[config.mk]
export PLATFORM = sky130hd
export DESIGN_NAME = frame_whitener
export DESIGN_NICKNAME = d
export VERILOG_FILES = /design/src/rtl/whiten_pkg.sv /design/src/rtl/whiten_seed_fix.sv /design/src/rtl/whiten_keystream.sv /design/src/rtl/whiten_out_stage.sv /design/src/rtl/frame_whitener.sv
export SDC_FILE = /design/constraint.sdc
export NUM_CORES = 1
export LEC_CHECK = 0
export ABC_AREA = 1
export BUFFER_PORTS_ARGS = -buffer_cell sky130_fd_sc_hd__buf_4
export CAP_MARGIN = 20
export CORE_ASPECT_RATIO = 0.9
export CORE_MARGIN = 3
export CORE_UTILIZATION = 56
export CTS_CLUSTER_DIAMETER = 200
export CTS_CLUSTER_SIZE = 30
export DETAILED_ROUTE_END_ITERATION = 16
export PLACE_DENSITY = 0.9
export SETUP_SLACK_MARGIN = 0.05
export SLEW_MARGIN = 30
export SYNTH_ARGS = -nofsm -noshare
export SYNTH_HDL_FRONTEND = slang
export SYNTH_SLANG_ARGS = --single-unit
[constraint.sdc]
create_clock -name clk -period 2.8 [get_ports clk]
set_input_delay 0.28 -clock clk [delete_from_list [all_inputs] [get_ports clk]]
set_output_delay 0.28 -clock clk [all_outputs]
set_load 0.1 [all_outputs]
[src/rtl/whiten_pkg.sv]
package whiten_pkg;
   typedef enum logic [1:0] {
      OP_HOLD = 2'd0,
      OP_SEED = 2'd1,
      OP_ADV  = 2'd2
   } state_op_e;
endpackage

[src/rtl/whiten_seed_fix.sv]
module whiten_seed_fix #(
   parameter int W = 7
) (
   input  logic [W-1:0] seed_i,
   output logic [W-1:0] seed_o
);
   // an all-zero register would lock the sequence at zero
   assign seed_o = (seed_i == '0) ? {W{1'b1}} : seed_i;
endmodule

[src/rtl/whiten_keystream.sv]
module whiten_keystream #(
   parameter int FRAME_W = 24,
   parameter int LFSR_W  = 7,
   parameter int TAP_HI  = 6,
   parameter int TAP_LO  = 3
) (
   input  logic [LFSR_W-1:0]  state_i,
   input  logic [FRAME_W-1:0] data_i,
   output logic [FRAME_W-1:0] data_o,
   output logic [LFSR_W-1:0]  next_o
);
   logic [FRAME_W-1:0] key;
   logic [LFSR_W-1:0]  walk;
   logic               fb;

   // unrolled: FRAME_W register steps in one cycle
   always_comb begin
      walk = state_i;
      fb   = 1'b0;
      key  = '0;
      for (int i = 0; i < FRAME_W; i++) begin
         fb     = walk[TAP_HI] ^ walk[TAP_LO];
         key[i] = fb;
         walk   = {walk[LFSR_W-2:0], fb};
      end
      next_o = walk;
   end

   for (genvar g = 0; g < FRAME_W; g++) begin : gen_mix
      assign data_o[g] = data_i[g] ^ key[g];
   end
endmodule

[src/rtl/whiten_out_stage.sv]
module whiten_out_stage #(
   parameter int W = 24
) (
   input  logic         clk,
   input  logic         rst_n,
   input  logic         take_i,
   input  logic [W-1:0] data_i,
   input  logic         ready_i,
   output logic         valid_o,
   output logic [W-1:0] data_o,
   output logic         room_o
);
   assign room_o = !valid_o || ready_i;

   always_ff @(posedge clk or negedge rst_n) begin
      if (!rst_n) begin
         valid_o <= 1'b0;
         data_o  <= '0;
      end else if (room_o) begin
         valid_o <= take_i;
         if (take_i) data_o <= data_i;
      end
   end

   assert_out_hold_R6: assert property (@(posedge clk) disable iff (!rst_n)
      (valid_o && !ready_i) |=> (valid_o && $stable(data_o)));
endmodule

[src/rtl/frame_whitener.sv]
module frame_whitener
   import whiten_pkg::*;
#(
   parameter int FRAME_W = 24,
   parameter int LFSR_W  = 7,
   parameter int TAP_HI  = 6,
   parameter int TAP_LO  = 3
) (
   input  logic               clk,
   input  logic               rst_n,
   input  logic               msg_start,
   input  logic [LFSR_W-1:0]  msg_seed,
   input  logic               in_valid,
   output logic               in_ready,
   input  logic [FRAME_W-1:0] in_data,
   output logic               out_valid,
   input  logic               out_ready,
   output logic [FRAME_W-1:0] out_data
);
   localparam logic [LFSR_W-1:0] ALL_ONES = {LFSR_W{1'b1}};

   if (FRAME_W < 1) begin : gen_bad_frame
      $error("frame_whitener: FRAME_W must be at least 1");
   end
   if (LFSR_W < 2) begin : gen_bad_lfsr
      $error("frame_whitener: LFSR_W must be at least 2");
   end
   if (TAP_HI >= LFSR_W || TAP_LO >= TAP_HI || TAP_LO < 0) begin : gen_bad_taps
      $error("frame_whitener: taps must satisfy 0 <= TAP_LO < TAP_HI < LFSR_W");
   end

   logic [LFSR_W-1:0]  state_q, seed_fixed, state_adv;
   logic [FRAME_W-1:0] mixed;
   logic               room, accept;
   state_op_e          op;

   whiten_seed_fix #(.W(LFSR_W)) u_seed (
      .seed_i (msg_seed),
      .seed_o (seed_fixed)
   );

   whiten_keystream #(
      .FRAME_W (FRAME_W),
      .LFSR_W  (LFSR_W),
      .TAP_HI  (TAP_HI),
      .TAP_LO  (TAP_LO)
   ) u_ks (
      .state_i (state_q),
      .data_i  (in_data),
      .data_o  (mixed),
      .next_o  (state_adv)
   );

   assign in_ready = room && !msg_start;
   assign accept   = in_valid && in_ready;

   always_comb begin
      if (msg_start)   op = OP_SEED;
      else if (accept) op = OP_ADV;
      else             op = OP_HOLD;
   end

   always_ff @(posedge clk or negedge rst_n) begin
      if (!rst_n) state_q <= ALL_ONES;
      else begin
         case (op)
            OP_SEED: state_q <= seed_fixed;
            OP_ADV:  state_q <= state_adv;
            default: state_q <= state_q;
         endcase
      end
   end

   whiten_out_stage #(.W(FRAME_W)) u_out (
      .clk     (clk),
      .rst_n   (rst_n),
      .take_i  (accept),
      .data_i  (mixed),
      .ready_i (out_ready),
      .valid_o (out_valid),
      .data_o  (out_data),
      .room_o  (room)
   );

   assert_start_blocks_R4: assert property (@(posedge clk) disable iff (!rst_n)
      msg_start |-> !in_ready);
   assert_seed_load_R4: assert property (@(posedge clk) disable iff (!rst_n)
      (msg_start && msg_seed != '0) |=> (state_q == $past(msg_seed)));
   assert_zero_seed_R5: assert property (@(posedge clk) disable iff (!rst_n)
      (msg_start && msg_seed == '0) |=> (state_q == ALL_ONES));
   assert_state_hold_R6: assert property (@(posedge clk) disable iff (!rst_n)
      (!msg_start && !(in_valid && in_ready)) |=> $stable(state_q));
   assert_accept_out_R2: assert property (@(posedge clk) disable iff (!rst_n)
      (in_valid && in_ready) |=> out_valid);
   assert_nonzero_R8: assert property (@(posedge clk) disable iff (!rst_n)
      state_q != '0);
endmodule

# After elaboration in Yosys (flattened, before gate mapping)

Index checks and enable logic that the tools add are counted.

Register bits: 32
Memories kept: 0
Bits in writable memories: 0
Word-level logic and storage cells: 65
Latch bits: 0
Memory bits (read-only): 0
Input bits: 36
Output and inout bits: 26

Reduce and logical (&&, ||, !) cells: 8
Muxes and demuxes: 4
Shift operators: 0
Add/sub/neg operators: 0
Bitwise operators: 48
Order comparisons: 0
Divide/modulo/power cells: 0
Multipliers: 0
Equality and inequality tests: 2

Operator list:

| cell                                                | number |
|---|---|
| bitwise XOR 1 bit                                   | 48 |
| one-hot mux 7 bit (2 select lines)                  | 1 |
| logical NOT 7 bit                                   | 1 |
| 2-to-1 mux 7 bit                                    | 1 |
| 2-to-1 mux 2 bit                                    | 2 |
| equality test 2 x 1 -> 1 bit, second input constant | 1 |
| equality test 2 bit, second input constant          | 1 |
| logical AND 1 bit                                   | 2 |
| logical NOT 1 bit                                   | 2 |
| AND reduction 2 bit                                 | 1 |
| nonzero test 2 bit                                  | 1 |
| logical OR 1 bit                                    | 1 |

# Longest topological paths before layout

Depth after elaboration: 8
Depth in mapped cells: 14
Gate-level depth less buffers: 13

# By module

A second synthesis with hierarchy kept.

Cells, all modules: 328
Area total of the unflattened synthesis: 2367.3 um^2

By module, submodules not included:

| module           | area an instance (um^2) | instances | cells an instance |
|---|---|---|---|
| whiten_out_stage | 1093.5                  | 1         | 108 |
| whiten_keystream | 808.3                   | 1         | 158 |
| frame_whitener   | 380.4                   | 1         | 43 |
| whiten_seed_fix  | 85.1                    | 1         | 19 |

# Worst setup path after synthesis

No wires, ideal clock.

Kind: reg2reg
Start: register u_out.valid_o
End: register state_q[5]
Buffers on the path: 2
Period minus slack after synthesis: 3.259 ns
Arrival time: 3.180 ns
Data required time: 2.720 ns
Slack: -0.459 ns
Setup time: 0.080 ns
Cell stages (with the launch flop): 12
Cells stage by stage: dfrtp_1 -> inv_1 -> nor2_1 -> nor2_1 -> nand2_1 -> buf_4 -> inv_1 -> or2_1 -> buf_2 -> nand3_1 -> o221ai_1 -> inv_1

Cells in the longest elaborated chain, start to end: 8
Elaborated cells between the ends (all ways): 10
Those cells by class: 2 x eq/ne; 3 x mux; 5 x reduce/logical

RTL lines:

| item                                                                            | line                   | RTL |
|---|---|---|
| start, declared                                                                 | whiten_out_stage.sv:9  | `output logic valid_o,` |
| start signal, assigned                                                          | whiten_out_stage.sv:20 | `valid_o <= take_i;` |
| logical NOT 1 bit *                                                             | whiten_out_stage.sv:13 | `assign room_o = !valid_o \|\| ready_i;` |
| logical OR 1 bit *                                                              | whiten_out_stage.sv:13 |  |
| logical AND 1 bit *                                                             | frame_whitener.sv:54   | `assign in_ready = room && !msg_start;` |
| named net in_ready                                                              | frame_whitener.sv:14   | `output logic in_ready,` |
| logical AND 1 bit *                                                             | frame_whitener.sv:55   | `assign accept = in_valid && in_ready;` |
| 2-to-1 mux 2 bit *                                                              | frame_whitener.sv:59   | `else if (accept) op = OP_ADV;` |
| 2-to-1 mux 2 bit *                                                              | frame_whitener.sv:58   | `if (msg_start) op = OP_SEED;` |
| equality test 2 bit / equality test 2 x 1 -> 1 bit (equally long branches)      | frame_whitener.sv:66   | `case (op)` |
| one-hot mux 7 bit (2 select lines) / nonzero test 2 bit (equally long branches) | --                     |  |
| end signal, assigned                                                            | frame_whitener.sv:67   | `OP_SEED: state_q <= seed_fixed;` |
| end signal, assigned                                                            | frame_whitener.sv:68   | `OP_ADV: state_q <= state_adv;` |
| end signal, assigned                                                            | frame_whitener.sv:69   | `default: state_q <= state_q;` |
| end, declared                                                                   | frame_whitener.sv:32   | `logic [LFSR_W-1:0] state_q, seed_fixed, state_adv;` |

Mark *: on every way through the listed nets, which the timed path passes. The rest lies on a longest branch.
A chain may end at the register's enable or synchronous reset.

# Worst setup path in the final report

Start: register state_q[1]
End: register u_out.data_o[18]

Cells in the longest elaborated chain, start to end: 6

RTL lines:

| item                            | line                   | RTL |
|---|---|---|
| bitwise XOR 1 bit (5 in series) | whiten_keystream.sv:22 | `fb = walk[TAP_HI] ^ walk[TAP_LO];` |
| bitwise XOR 1 bit               | whiten_keystream.sv:30 | `assign data_o[g] = data_i[g] ^ key[g];` |
| end signal, assigned            | whiten_out_stage.sv:21 | `if (take_i) data_o <= data_i;` |
| end, declared                   | whiten_out_stage.sv:10 | `output logic [W-1:0] data_o,` |

No other way between the ends.

==> flow_summary.json <==
{
  "core-area_um2": 3530,
  "slew-limit-headroom_pct": 73.0,
  "grt_pass1_wl_um": 8940,
  "grt_usage_pct": 24.4,
  "hold_class": "input port to flop",
  "grt_setup_unrepaired": "false",
  "std_cell_rows": 20,
  "path_cells": "inv_2 > nand2_2 > nand3_1 > nand2_4 > nand2_4 > nand2_4 > nand2_2 > nand2_2 > xor2_1 > nand2_1 > nand2_1",
  "dr_total_vias": 2057,
  "cts.sinks": 32,
  "worstMarginPinSlew_ps": 405,
  "worstPathArrival_ps": 2130,
  "cp-end-kind": "flop",
  "synth-warning-count": 0,
  "finalWirelength_um": 5210,
  "setup-violations-final": 0,
  "synthCells": 284,
  "slew_viol_final": 0,
  "dieArea_um2": 4620,
  "die_w_um": 71.3,
  "fin_crit_ps": 1910,
  "grt_max_degree": 47,
  "antenna_found_initial": 0,
  "fin_crit_sh_pct": 68.1,
  "synth_fp_nets": 320,
  "fin_nets": 382,
  "clock-root-buffer": "clkbuf_8",
  "hold_viol_final": 0,
  "path_delay_family": "simple AND/OR/NAND/NOR gates",
  "drc_errors": 0,
  "crit_required_ps": 3020,
  "pre_cts_ws_ps": 1010,
  "antennaDiodeCount": 0,
  "htree_levels": 2,
  "floorplan.initialDensity_pct": 60.9,
  "ys_seq_elements": 32,
  "dpl.hpwl_um": 4090,
  "ys_seq_area_share_pct": 37.7,
  "io_pins": 62,
  "port_buffers": 61,
  "gp_congestion": 0.929,
  "cts_buffer_depth": 2,
  "final.setup.tns_ps": 0,
  "cap_viol_max_count": 0,
  "grt_pass1_vias": 1940,
  "wl_per_cell_um": 13.3,
  "grt_overflow": 0,
  "critical_path_class": "flop to flop",
  "cts_buffers": 5,
  "synth_cell_type_count": 25,
  "first_pass_iters": 4,
  "slowest_delay_ps": 600,
  "drtIter0Drc": 125,
  "die_y_um": 64.8,
  "clk_latency_ps": 280,
  "crit_slowest_cell": "dfstp_2",
  "area_growth_pct": 27.6,
  "layout_commonest_cell": "nand2_1",
  "cp_max_fo": 5,
  "outcome": "finished, final reports clean",
  "path_buf_inv": 1,
  "fmax_mhz": 524,
  "final_cell_mix": "nand2_1, buf_4, nand3_1",
  "cp-start-kind": "flop",
  "cts_resized": 0,
  "path_clk_slew_ps": 70,
  "finalClockSkew_ps": 3.41,
  "drive_gt1_share_pct": 34.0,
  "viasPerCell": 5.26,
  "tritoncts": "built",
  "finalWorstSetupSlack_ps": 892,
  "syn_area_um2": 2150,
  "syn_area_per_cell_um2": 7.57,
  "ant_nets": 0
}
## flip-flops by register name (all words and copies together), names as in the netlist
| signal | flops |
|---|---|
| u_out.valid_o | 1 |
| u_out.data_o | 24 |
| state_q | 7 |
## synth_stat cells
| cell | instances | area (um2) |
|---|---|---|
| buf_2 | 1 | 5.00 |
| buf_4 | 2 | 15.0 |
| buf_6 | 1 | 11.3 |
| clkbuf_1 | 4 | 15.0 |
| dfrtp_1 | 25 | 626 |
| dfstp_2 | 7 | 184 |
| inv_1 | 30 | 113 |
| inv_2 | 5 | 18.8 |
| nand2_1 | 88 | 330 |
| nand2_2 | 17 | 106 |
| nand2_4 | 9 | 101 |
| nand3_1 | 37 | 185 |
| nand3_2 | 7 | 70.1 |
| nand3b_4 | 1 | 20.0 |
| nand4_1 | 1 | 6.26 |
| nor2_1 | 2 | 7.51 |
| o211ai_1 | 1 | 7.51 |
| o21ai_0 | 16 | 80.1 |
| o21ai_1 | 2 | 10.0 |
| o21ai_2 | 1 | 8.76 |
| o221ai_1 | 3 | 26.3 |
| or2_1 | 2 | 12.5 |
| or2_2 | 1 | 6.26 |
| xnor2_1 | 7 | 61.3 |
| xor2_1 | 14 | 123 |
## cells by family (layout without fill, tap and decap cells)
logic type	after synthesis	after routing	synth area share [%]
buffers and inverters	43	106	8.26
AOI/OAI and AO/OA	23	23	6.17
xor gates and xnor gates	21	21	8.56
DFF	32	32	37.7
and+or+nand+nor	165	165	39.3
## final timing paths
check | cells after the start | endpoint | slack (ps) | start
setup / recovery | 11 | u_out.data_o[18] | 890 | state_q[1]
hold / removal | 2 | u_out.valid_o | 180 | out_ready
setup reg to reg | 11 | u_out.data_o[18] | 890 | state_q[1]
hold reg to reg | 2 | u_out.data_o[17] | 480 | u_out.data_o[17]
max in group asynchronous | 2 | state_q[1] | 2010 | rst_n
min in group asynchronous | 2 | u_out.data_o[8] | 470 | rst_n
## per-layer routing
| metal | global-route usage [%] | up-vias | part of all wire (%) |
|---|---|---|---|
| li1 | - | 1024 | - |
| met1 | 32.4 | 938 | 43 |
| met2 | 38.9 | 84 | 47 |
| met3 | 6.82 | 11 | 8.4 |
| met4 | 7.04 | 0 | 2.1 |
| met5 | 0 | - | 0 |
## layout make-up
cell class / count / area, um2
multi-input combinational: 209 / 1160
clock inverter: 2 / 35.0
fill: 267 / 785
clock buffer: 6 / 72.6
tap: 44 / 55.1
sequential: 32 / 810
timing repair buffer: 63 / 475
inverter: 35 / 131
## timing repair
action | 4_1_cts | 5_1_grt
endpoints found under the hold margin | 25 | 0
hold buffers | 1 | 0
buffers inserted | 0 | 0
## through the flow
stage                     hold WS, ps  instances  util, %  cell area, um2
after floorplan                 -15.6        284        -            2150
after global placement            233        382     74.4            2630
after detailed placement          239        382     74.4            2630
after CTS                         177        391     77.8            2740
after global routing              191        391     77.8            2740
final                             180        391     77.8            2740
Power is not shown: default switching activity piles up to over one toggle a cycle in this logic, so the estimate is an artifact.
